$ cat config.mk
export PLATFORM = sky130hd
export DESIGN_NAME = chain_walker
export DESIGN_NICKNAME = d
export VERILOG_FILES = /design/src/rtl/chain_pkg.sv /design/src/rtl/chain_hdr_split.sv /design/src/rtl/chain_beat_out.sv /design/src/rtl/chain_ctrl.sv /design/src/rtl/chain_walker.sv
export SDC_FILE = /design/constraint.sdc
export NUM_CORES = 1
export LEC_CHECK = 0
export BUFFER_PORTS_ARGS = -buffer_cell sky130_fd_sc_hd__buf_2
export CORE_ASPECT_RATIO = 0.6
export CORE_UTILIZATION = 56
export DETAILED_ROUTE_END_ITERATION = 7
export PLACE_DENSITY = 0.79
export SETUP_SLACK_MARGIN = 0.2
export SLEW_MARGIN = 15
export SYNTH_ARGS = -nofsm -noshare
export SYNTH_HDL_FRONTEND = slang
export SYNTH_SLANG_ARGS = --single-unit
$ cat constraint.sdc
create_clock -name clk -period 9.6 [get_ports clk]
set_clock_uncertainty 0.05 [all_clocks]
set_input_delay 1.92 -clock clk [delete_from_list [all_inputs] [get_ports clk]]
set_output_delay 1.92 -clock clk [all_outputs]
set_load 0.01 [all_outputs]
$ cat src/rtl/chain_pkg.sv
package chain_pkg;

   typedef enum logic [3:0] {
      CW_IDLE,
      CW_HREQ,
      CW_HWAIT,
      CW_MARK,
      CW_PAY,
      CW_NEXT,
      CW_CINIT,
      CW_CREQ,
      CW_CWAIT,
      CW_CWR,
      CW_DONE
   } walk_st_e;

   typedef enum logic [1:0] {
      BT_IDLE,
      BT_REQ,
      BT_WAIT,
      BT_OUT
   } beat_st_e;

endpackage

$ cat src/rtl/chain_hdr_split.sv
module chain_hdr_split #(
   parameter int LEN_W   = 8,
   parameter int LINK_W  = 24,
   parameter int BYTE_AW = 21,
   localparam int DATA_W  = LEN_W + LINK_W,
   localparam int WORD_AW = BYTE_AW - 2
) (
   input  logic [DATA_W-1:0]  word_i,
   output logic [LEN_W-1:0]   len_o,
   output logic [WORD_AW-1:0] waddr_o,
   output logic               is_end_o,
   output logic               is_marked_o
);

   logic [LINK_W-1:0] link;

   assign link        = word_i[LINK_W-1:0];
   assign len_o       = word_i[DATA_W-1:LINK_W];
   assign waddr_o     = link[BYTE_AW-1:2];
   assign is_end_o    = (link == {LINK_W{1'b1}});
   assign is_marked_o = link[LINK_W-1];

endmodule

$ cat src/rtl/chain_beat_out.sv
module chain_beat_out
   import chain_pkg::*;
#(
   parameter int LEN_W   = 8,
   parameter int DATA_W  = 32,
   parameter int WORD_AW = 19
) (
   input  logic               clk,
   input  logic               rst_n,
   input  logic               load_i,
   input  logic [LEN_W-1:0]   load_len_i,
   input  logic [WORD_AW-1:0] load_waddr_i,
   output logic               active_o,
   output logic               rd_o,
   output logic [WORD_AW-1:0] addr_o,
   input  logic [DATA_W-1:0]  rdata_i,
   output logic               fin_o,
   output logic               out_valid,
   output logic [DATA_W-1:0]  out_data,
   input  logic               out_ready
);

   beat_st_e           st;
   logic [WORD_AW-1:0] ptr;
   logic [LEN_W-1:0]   rem;
   logic [DATA_W-1:0]  word_q;

   always_ff @(posedge clk) begin
      if (!rst_n) begin
         st     <= BT_IDLE;
         ptr    <= '0;
         rem    <= '0;
         word_q <= '0;
      end else begin
         unique case (st)
            BT_IDLE: begin
               if (load_i) begin
                  ptr <= load_waddr_i + WORD_AW'(1);
                  rem <= load_len_i;
                  st  <= BT_REQ;
               end
            end
            BT_REQ:  st <= BT_WAIT;
            BT_WAIT: begin
               word_q <= rdata_i;
               st     <= BT_OUT;
            end
            BT_OUT: begin
               if (out_ready) begin
                  ptr <= ptr + WORD_AW'(1);
                  rem <= rem - LEN_W'(1);
                  st  <= (rem == LEN_W'(1)) ? BT_IDLE : BT_REQ;
               end
            end
            default: st <= BT_IDLE;
         endcase
      end
   end

   assign active_o  = (st != BT_IDLE);
   assign rd_o      = (st == BT_REQ);
   assign addr_o    = ptr;
   assign out_valid = (st == BT_OUT);
   assign out_data  = word_q;
   assign fin_o     = (st == BT_OUT) && out_ready && (rem == LEN_W'(1));

endmodule

$ cat src/rtl/chain_ctrl.sv
module chain_ctrl
   import chain_pkg::*;
#(
   parameter int LEN_W   = 8,
   parameter int LINK_W  = 24,
   parameter int BYTE_AW = 21,
   parameter int CNT_W   = 16,
   localparam int DATA_W  = LEN_W + LINK_W,
   localparam int WORD_AW = BYTE_AW - 2
) (
   input  logic               clk,
   input  logic               rst_n,
   input  logic               start_i,
   input  logic [LINK_W-1:0]  start_link_i,
   output logic [DATA_W-1:0]  dec_word_o,
   input  logic [LEN_W-1:0]   f_len_i,
   input  logic [WORD_AW-1:0] f_waddr_i,
   input  logic               f_is_end_i,
   input  logic               f_marked_i,
   output logic               rd_o,
   output logic               wr_o,
   output logic [WORD_AW-1:0] addr_o,
   output logic [DATA_W-1:0]  wdata_o,
   input  logic [DATA_W-1:0]  rdata_i,
   output logic               pay_load_o,
   output logic [LEN_W-1:0]   pay_len_o,
   output logic [WORD_AW-1:0] pay_waddr_o,
   input  logic               pay_fin_i,
   output logic               busy_o,
   output logic               done_o,
   output logic               loop_o
);

   localparam logic [DATA_W-1:0] MARK = DATA_W'(1) << (LINK_W - 1);

   walk_st_e           st;
   logic [WORD_AW-1:0] cur;
   logic [WORD_AW-1:0] first;
   logic [DATA_W-1:0]  hdr_q;
   logic [CNT_W-1:0]   visits;
   logic [CNT_W-1:0]   rem;
   logic               loop_q;

   assign dec_word_o = (st == CW_IDLE) ? {{LEN_W{1'b0}}, start_link_i} : hdr_q;

   always_ff @(posedge clk) begin
      if (!rst_n) begin
         st     <= CW_IDLE;
         cur    <= '0;
         first  <= '0;
         hdr_q  <= '0;
         visits <= '0;
         rem    <= '0;
         loop_q <= 1'b0;
      end else begin
         unique case (st)
            CW_IDLE: begin
               if (start_i) begin
                  loop_q <= 1'b0;
                  visits <= '0;
                  first  <= f_waddr_i;
                  cur    <= f_waddr_i;
                  st     <= f_is_end_i ? CW_DONE : CW_HREQ;
               end
            end
            CW_HREQ:  st <= CW_HWAIT;
            CW_HWAIT: begin
               hdr_q <= rdata_i;
               st    <= CW_MARK;
            end
            CW_MARK: begin
               if (!f_is_end_i) visits <= visits + CNT_W'(1);
               st <= (f_len_i != '0) ? CW_PAY : CW_NEXT;
            end
            CW_PAY: begin
               if (pay_fin_i) st <= CW_NEXT;
            end
            CW_NEXT: begin
               if (f_is_end_i) begin
                  st <= CW_CINIT;
               end else if (f_marked_i) begin
                  loop_q <= 1'b1;
                  st     <= CW_CINIT;
               end else begin
                  cur <= f_waddr_i;
                  st  <= CW_HREQ;
               end
            end
            CW_CINIT: begin
               rem <= visits;
               cur <= first;
               st  <= (visits == '0) ? CW_DONE : CW_CREQ;
            end
            CW_CREQ:  st <= CW_CWAIT;
            CW_CWAIT: begin
               hdr_q <= rdata_i;
               st    <= CW_CWR;
            end
            CW_CWR: begin
               rem <= rem - CNT_W'(1);
               cur <= f_waddr_i;
               st  <= (rem == CNT_W'(1)) ? CW_DONE : CW_CREQ;
            end
            CW_DONE:  st <= CW_IDLE;
            default:  st <= CW_IDLE;
         endcase
      end
   end

   always_comb begin
      rd_o    = (st == CW_HREQ) || (st == CW_CREQ);
      wr_o    = 1'b0;
      wdata_o = hdr_q;
      if (st == CW_MARK && !f_is_end_i) begin
         wr_o    = 1'b1;
         wdata_o = hdr_q | MARK;
      end else if (st == CW_CWR) begin
         wr_o    = 1'b1;
         wdata_o = hdr_q & ~MARK;
      end
   end

   assign addr_o      = cur;
   assign pay_load_o  = (st == CW_MARK) && (f_len_i != '0);
   assign pay_len_o   = f_len_i;
   assign pay_waddr_o = cur;
   assign busy_o      = (st != CW_IDLE) && (st != CW_DONE);
   assign done_o      = (st == CW_DONE);
   assign loop_o      = loop_q;

endmodule

$ cat src/rtl/chain_walker.sv
module chain_walker #(
   parameter int LEN_W   = 8,
   parameter int LINK_W  = 24,
   parameter int BYTE_AW = 21,
   parameter int CNT_W   = 16,
   localparam int DATA_W  = LEN_W + LINK_W,
   localparam int WORD_AW = BYTE_AW - 2
) (
   input  logic               clk,
   input  logic               rst_n,
   input  logic               start,
   input  logic [LINK_W-1:0]  start_link,
   output logic               busy,
   output logic               done,
   output logic               loop_found,
   output logic [WORD_AW-1:0] mem_addr,
   output logic               mem_rd,
   output logic               mem_wr,
   output logic [DATA_W-1:0]  mem_wdata,
   input  logic [DATA_W-1:0]  mem_rdata,
   output logic               out_valid,
   output logic [DATA_W-1:0]  out_data,
   input  logic               out_ready
);

   generate
      if (BYTE_AW > LINK_W - 1) begin : g_bad_aw
         $error("address bits must stay below the tag bit");
      end
      if (BYTE_AW < 3) begin : g_bad_small
         $error("byte address width too small");
      end
      if (LEN_W < 1 || CNT_W < 2) begin : g_bad_cnt
         $error("length and visit counter widths too small");
      end
   endgenerate

   logic [DATA_W-1:0]  dec_word;
   logic [LEN_W-1:0]   f_len;
   logic [WORD_AW-1:0] f_waddr;
   logic               f_is_end;
   logic               f_marked;
   logic               c_rd;
   logic               c_wr;
   logic [WORD_AW-1:0] c_addr;
   logic [DATA_W-1:0]  c_wdata;
   logic               p_load;
   logic [LEN_W-1:0]   p_len;
   logic [WORD_AW-1:0] p_waddr;
   logic               p_fin;
   logic               s_active;
   logic               s_rd;
   logic [WORD_AW-1:0] s_addr;

   chain_hdr_split #(
      .LEN_W(LEN_W), .LINK_W(LINK_W), .BYTE_AW(BYTE_AW)
   ) u_split (
      .word_i(dec_word), .len_o(f_len), .waddr_o(f_waddr),
      .is_end_o(f_is_end), .is_marked_o(f_marked)
   );

   chain_ctrl #(
      .LEN_W(LEN_W), .LINK_W(LINK_W), .BYTE_AW(BYTE_AW), .CNT_W(CNT_W)
   ) u_ctrl (
      .clk(clk), .rst_n(rst_n),
      .start_i(start), .start_link_i(start_link),
      .dec_word_o(dec_word),
      .f_len_i(f_len), .f_waddr_i(f_waddr),
      .f_is_end_i(f_is_end), .f_marked_i(f_marked),
      .rd_o(c_rd), .wr_o(c_wr), .addr_o(c_addr), .wdata_o(c_wdata),
      .rdata_i(mem_rdata),
      .pay_load_o(p_load), .pay_len_o(p_len), .pay_waddr_o(p_waddr),
      .pay_fin_i(p_fin),
      .busy_o(busy), .done_o(done), .loop_o(loop_found)
   );

   chain_beat_out #(
      .LEN_W(LEN_W), .DATA_W(DATA_W), .WORD_AW(WORD_AW)
   ) u_beat (
      .clk(clk), .rst_n(rst_n),
      .load_i(p_load), .load_len_i(p_len), .load_waddr_i(p_waddr),
      .active_o(s_active), .rd_o(s_rd), .addr_o(s_addr),
      .rdata_i(mem_rdata), .fin_o(p_fin),
      .out_valid(out_valid), .out_data(out_data), .out_ready(out_ready)
   );

   assign mem_rd    = c_rd | s_rd;
   assign mem_wr    = c_wr;
   assign mem_addr  = s_active ? s_addr : c_addr;
   assign mem_wdata = c_wdata;

endmodule

Yosys cells after proc, flatten, opt, wreduce, memory -nomap -nowiden
Cells that the tools add are included.
W data, S select, Z words.
{"block": "totals", "mem_bits_rw": 0, "rom_bits": 0, "memories": 0, "out_inout_bits": 89, "input_bits": 60, "latch_bits": 0, "wordCells": 105, "regBits": 168}
{"block": "classes", "div": 0, "n_mux": 37, "multipliers": 0, "bitwise": 1, "n_eq_ne": 25, "magnitude_cmp": 0, "shift": 0, "n_addsub": 5, "reduce_logical": 26}
{"op": "$mux W19", "count": 6}
{"op": "$pmux W19 S4", "count": 1}
{"op": "$pmux W16 S2", "count": 2}
{"op": "$mux W24", "count": 2}
{"op": "$pmux W4 S10", "count": 1}
{"op": "$add A19 B1 Y19 const B", "count": 2}
{"op": "$pmux W19 S2", "count": 1}
{"op": "$mux W16", "count": 2}
{"op": "$mux W32", "count": 1}
{"op": "$eq A24 B24 Y1 const B", "count": 1}
{"op": "$mux W4", "count": 6}
{"op": "$add A16 B1 Y16 const B", "count": 1}
{"op": "$eq A16 B1 Y1 const B", "count": 1}
{"op": "$eq A4 B3 Y1 const B", "count": 4}
{"op": "$logic_not A16 Y1", "count": 1}
{"op": "$mux W8", "count": 2}
{"op": "$pmux W8 S2", "count": 1}
{"op": "$sub A16 B1 Y16 const B", "count": 1}
{"op": "$ne A2 B2 Y1 const B", "count": 7}
{"op": "$eq A4 B4 Y1 const B", "count": 3}
{"op": "$reduce_bool A2 Y1", "count": 5}
{"op": "$eq A4 B2 Y1 const B", "count": 2}
{"op": "$eq A8 B1 Y1 const B", "count": 1}
{"op": "$pmux W2 S4", "count": 1}
{"op": "22 further kinds", "count": 39}

Depth between registers and ports, before layout
{"block": "depth", "ltp_word": 6, "ltp_mapped": 12, "mapped_depth_nobuf": 8}

By module
From an unflattened synthesis, not the netlist that was laid out.
{"block": "hier_totals", "hier_cells": 1150, "hier_area_um2": 9510.4}
{"mod": "chain_ctrl", "n_inst": 1, "area_each_um2": 5730.5, "cells_per_inst": 711}
{"mod": "chain_beat_out", "n_inst": 1, "area_each_um2": 3225.6, "cells_per_inst": 381}
{"mod": "chain_walker", "n_inst": 1, "area_each_um2": 289.0, "cells_per_inst": 22}
{"mod": "chain_hdr_split", "n_inst": 1, "area_each_um2": 265.3, "cells_per_inst": 36}

Worst setup path after synthesis
No wires, ideal clock.
{"block": "synth_path", "kind": "input to output", "start": "in start_link[22]", "end": "out mem_wdata[23]", "setup_slack_ns": 4.417, "arrival_ns": 3.213, "stages": 6, "path_cell_list": "nand4_1 nor4_4 nand4_2 a21oi_1 nor2_1 a21o_1"}
{"block": "synth_via", "elab_chain_cells": 5}
{"item": "from (decl)", "line": "chain_walker.sv:12", "source": "input logic [LINK_W-1:0] start_link,"}
{"item": "$mux W32", "line": "chain_ctrl.sv:44", "source": "assign dec_word_o = (st == CW_IDLE) ? {{LEN_W{1'b0}}, start_link_i} : hdr_q;"}
{"item": "$eq A24 B24 Y1", "line": "chain_hdr_split.sv:20", "source": "assign is_end_o = (link == {LINK_W{1'b1}});"}
{"item": "$logic_not A1 Y1"}
{"item": "$logic_and A1 B1 Y1", "line": "chain_ctrl.sv:114", "source": "if (st == CW_MARK && !f_is_end_i) begin"}
{"item": "$mux W24", "line": "chain_ctrl.sv:114"}
{"item": "to (decl)", "line": "chain_walker.sv:19", "source": "output logic [DATA_W-1:0] mem_wdata,"}
Every way passes these cells.

Worst setup path after layout
{"block": "layout_path", "start": "in start_link[20]", "end": "out mem_wdata[23]"}
Same word-level chain as after synthesis.

==> results.cfg <==
[yosys]
syn-instance-count = 1094
ys_ff_latch = 168
syn_area_per_cell_sq_um = 8.068
synth_flop_cell = dfxtp_1
async_reset_ff_share_pct = 0
yosys_warnings = 0
synth-edff-count = 0
syn_area_sq_mm = 0.008826
synth_nets = 1165
synth.distinct_cells = 72
synth-seq-area-share_pct = 38.11

[floorplanning]
die_y_um = 99.25
die_w_um = 164.1
dieArea_sq_mm = 0.01628
rows = 35
core-area_sq_mm = 0.01537
initial_core_util_pct = 57.42
io_pins = 149

[clocking]
numCtsBuffers = 17
clkSlewWorstSetupHoldPaths_ns = 0.07
root_buffer = clkbuf_16
cts_resized = 0
cts_max_level = 4
postCtsSetupBuffers = 0
clk_path_buf_depth = 2
insertion_delay_ns = 0.43
cts_tree = yes
cts_hold_buf = 0
cts.sinks = 168

[worst_setup_path]
path_buf_inv = 3
cp_top_family = simple AND/OR/NAND/NOR gates
end_kind = output port
setup.worst_path.start = start_link[20]
ff2ff_setup_slack_ns = 6.42
worst-r2r-cell-count = 5
path_common_cell = buf_2
worstPathCellList = buf_2 -> nand4_1 -> nor4_4 -> nand4_2 -> a21oi_1 -> buf_4 -> nor2_1 -> a21o_1 -> buf_2
arrival_ns = 3.52
worstPathMaxFanout = 10
r2r-end = u_ctrl.visits[5]
critPathLaunchType = input pin
slowest_stage = nor4_4
path_depth = 9
criticalPathCategory = input pin to output port
required_ns = 7.63
critical_path.max_stage_delay_ns = 0.35
r2r_start = u_ctrl.st[3]

[routing]
drt-vias-per-instance = 6.211
drcViolationCount = 0
wire_per_inst_um = 18.90
dr.pass1.iters = 6
first_iter_violations = 965
detail-route-antenna-nets = 0
vias = 8615
routed_wl_mm = 26.21

[sta]
slew_viol_final = 0
timing.final.crit_share_pct = 57.20
rsz0062_at_grt = false
period_minus_slack_ns = 5.491
hold_viol = 0
slew_headroom_pct = 21.84
finalSetupViolCount = 0
fmaxAchievable_mhz = 182.1
fin_ws_ns = 4.109
tns_ns = 0
tightest_slew_ns = 1.172

[hold_path]
hold_depth = 2
min_from = u_ctrl.first[6]
hold_path_class = flip-flop to flip-flop
whs_endpoint = u_ctrl.first[6]

[power_and_ir_drop]
p_leak_nw = 3.969
p_int_mw = 1.269
p_clk_share_pct = 35.7
ir_drop_mv = 0.09217
power.switching_mw = 0.6220
p_per_area_mw_per_mm2 = 189.5
power_frac_seq_pct = 43.1
p_sw_share_pct = 32.90
combPwrFrac_pct = 21.2

[place]
place_area_sq_mm = 0.009395
gp_congestion = 0.9101
dp_hpwl_mm = 18.25
io_buffers = 148
pre_cts_slack_ns = 4.125

[finish]
layout-drive-gt1-share_pct = 19.76
syn_to_final_growth_pct = 13.03
postLayoutCellArea_sq_mm = 0.009976
final_nets = 1242
antenna_cells = 0

[global_route]
antenna_found_initial = 0
grt_util_all_layers_pct = 32.39
grt_max_degree = 77
grt_pass1_vias = 7430
grt_pass1_wl_mm = 40.76
grt_overflow = 0

[flow_run]
max_cap_violations = 0

[outcome]
status = complete, no violations
-- Yosys cell counts, types with 12 or more instances --
library cell / instances / share of area, %
a21oi_1: 120 / 6.8
buf_1: 13 / 0.55
buf_4: 31 / 2.6
clkbuf_1: 55 / 2.3
dfxtp_1: 168 / 38
inv_1: 18 / 0.77
mux2_2: 23 / 2.9
mux2i_1: 85 / 9.6
nand2_1: 184 / 7.8
nand3_1: 24 / 1.4
nand4_1: 21 / 1.5
nor2_1: 95 / 4.0
nor3_1: 16 / 0.91
o21ai_0: 48 / 2.7
or4_1: 12 / 1.0
-- layout by cell type (no fill, tap or decap), drive strengths merged, types with 5 or more instances in the layout --
cell type,count
a22oi,5
dfxtp,168
or3,8
a21oi,124
nor2,95
clkbuf,20
o21ai,51
nor3,16
nor4,12
xor2,6
mux2,23
or4,13
and4,8
inv,27
o31ai,11
buf,161
nand2b,6
nand4,22
mux2i,85
nand2,184
o211ai,11
a31oi,7
nand3,24
ha,11
and2,8
-- worst max path at each step --
stage                     to
6_report       mem_wdata[23]
5_1_grt        mem_wdata[23]
4_1_cts        mem_wdata[23]
3_5_place_dp   mem_wdata[23]
3_3_place_gp   mem_wdata[23]
2_1_floorplan  mem_wdata[23]
-- sequential cells by signal, summed over array words and instances, names as in the netlist --
register / cells
u_beat.out_data: 32
u_ctrl.hdr_q: 32
u_beat.addr_o: 19
u_ctrl.addr_o: 19
u_ctrl.first: 19
u_ctrl.rem: 16
u_ctrl.visits: 16
u_beat.rem: 8
u_ctrl.st: 4
u_beat.st: 2
u_ctrl.loop_o: 1
-- layer usage --
metal  vias up  GRT usage [%]  part of all wire (%)
li1       4029              -                     -
met4         0          11.25                   2.2
met3        44          7.798                    11
met5         -              0                     0
met1      4075          49.76                    48
met2       467          43.04                    39
-- area by class of cell --
| type | count | area [sq um] |
|---|---|---|
| fillers | 1315 | 5395 |
| multi-input cells | 803 | 4873 |
| flip-flops and latches | 168 | 3363 |
| repair buffers | 162 | 847.1 |
| clock buffers | 19 | 432.9 |
| well taps | 203 | 254.0 |
| clock inverters | 13 | 131.4 |
| inverters | 19 | 73.82 |
-- power by group through the flow --
stage	registers [mW]	clock network, mW	logic (mW)
floorplan	0.797	0	0.298
global placement	0.824	0	0.386
detailed placement	0.827	0	0.393
CTS	0.811	0.675	0.395
global route	0.820	0.709	0.436
finish	0.816	0.674	0.400
-- through the flow --
step           cells  hold WS (ns)  power [mW]  util, %
2_1_floorplan   1094        0.3866       1.094        -
3_3_place_gp    1353        0.3920       1.210    61.12
3_5_place_dp    1353        0.3965       1.220    61.12
4_1_cts         1385        0.4064       1.881    64.79
5_1_grt         1387        0.4210       1.965    64.90
6_report        1387        0.4056       1.890    64.90
-- logic make-up (layout without fill, tap and decap cells) --
family                   Yosys count  in the layout  share of synthesized area (%)
adder cells (fa/ha/maj)           11             11                          1.559
buffers and inverters            123            213                          6.904
flip-flops                       168            168                          38.11
AO/OA/AOI/OAI                    254            254                          17.47
AND/OR/NAND/NOR                  420            420                          22.40
multiplexers                     108            108                          12.57
XOR/XNOR                          10             10                         0.9923
-- worst min-delay path, cell delays in order (launching register included) --
cell and delay [ns]:
dfxtp_1 0.31, nand2_1 0.05, a21oi_1 0.05
No activity file was read; power rests on OpenSTA's default activity.
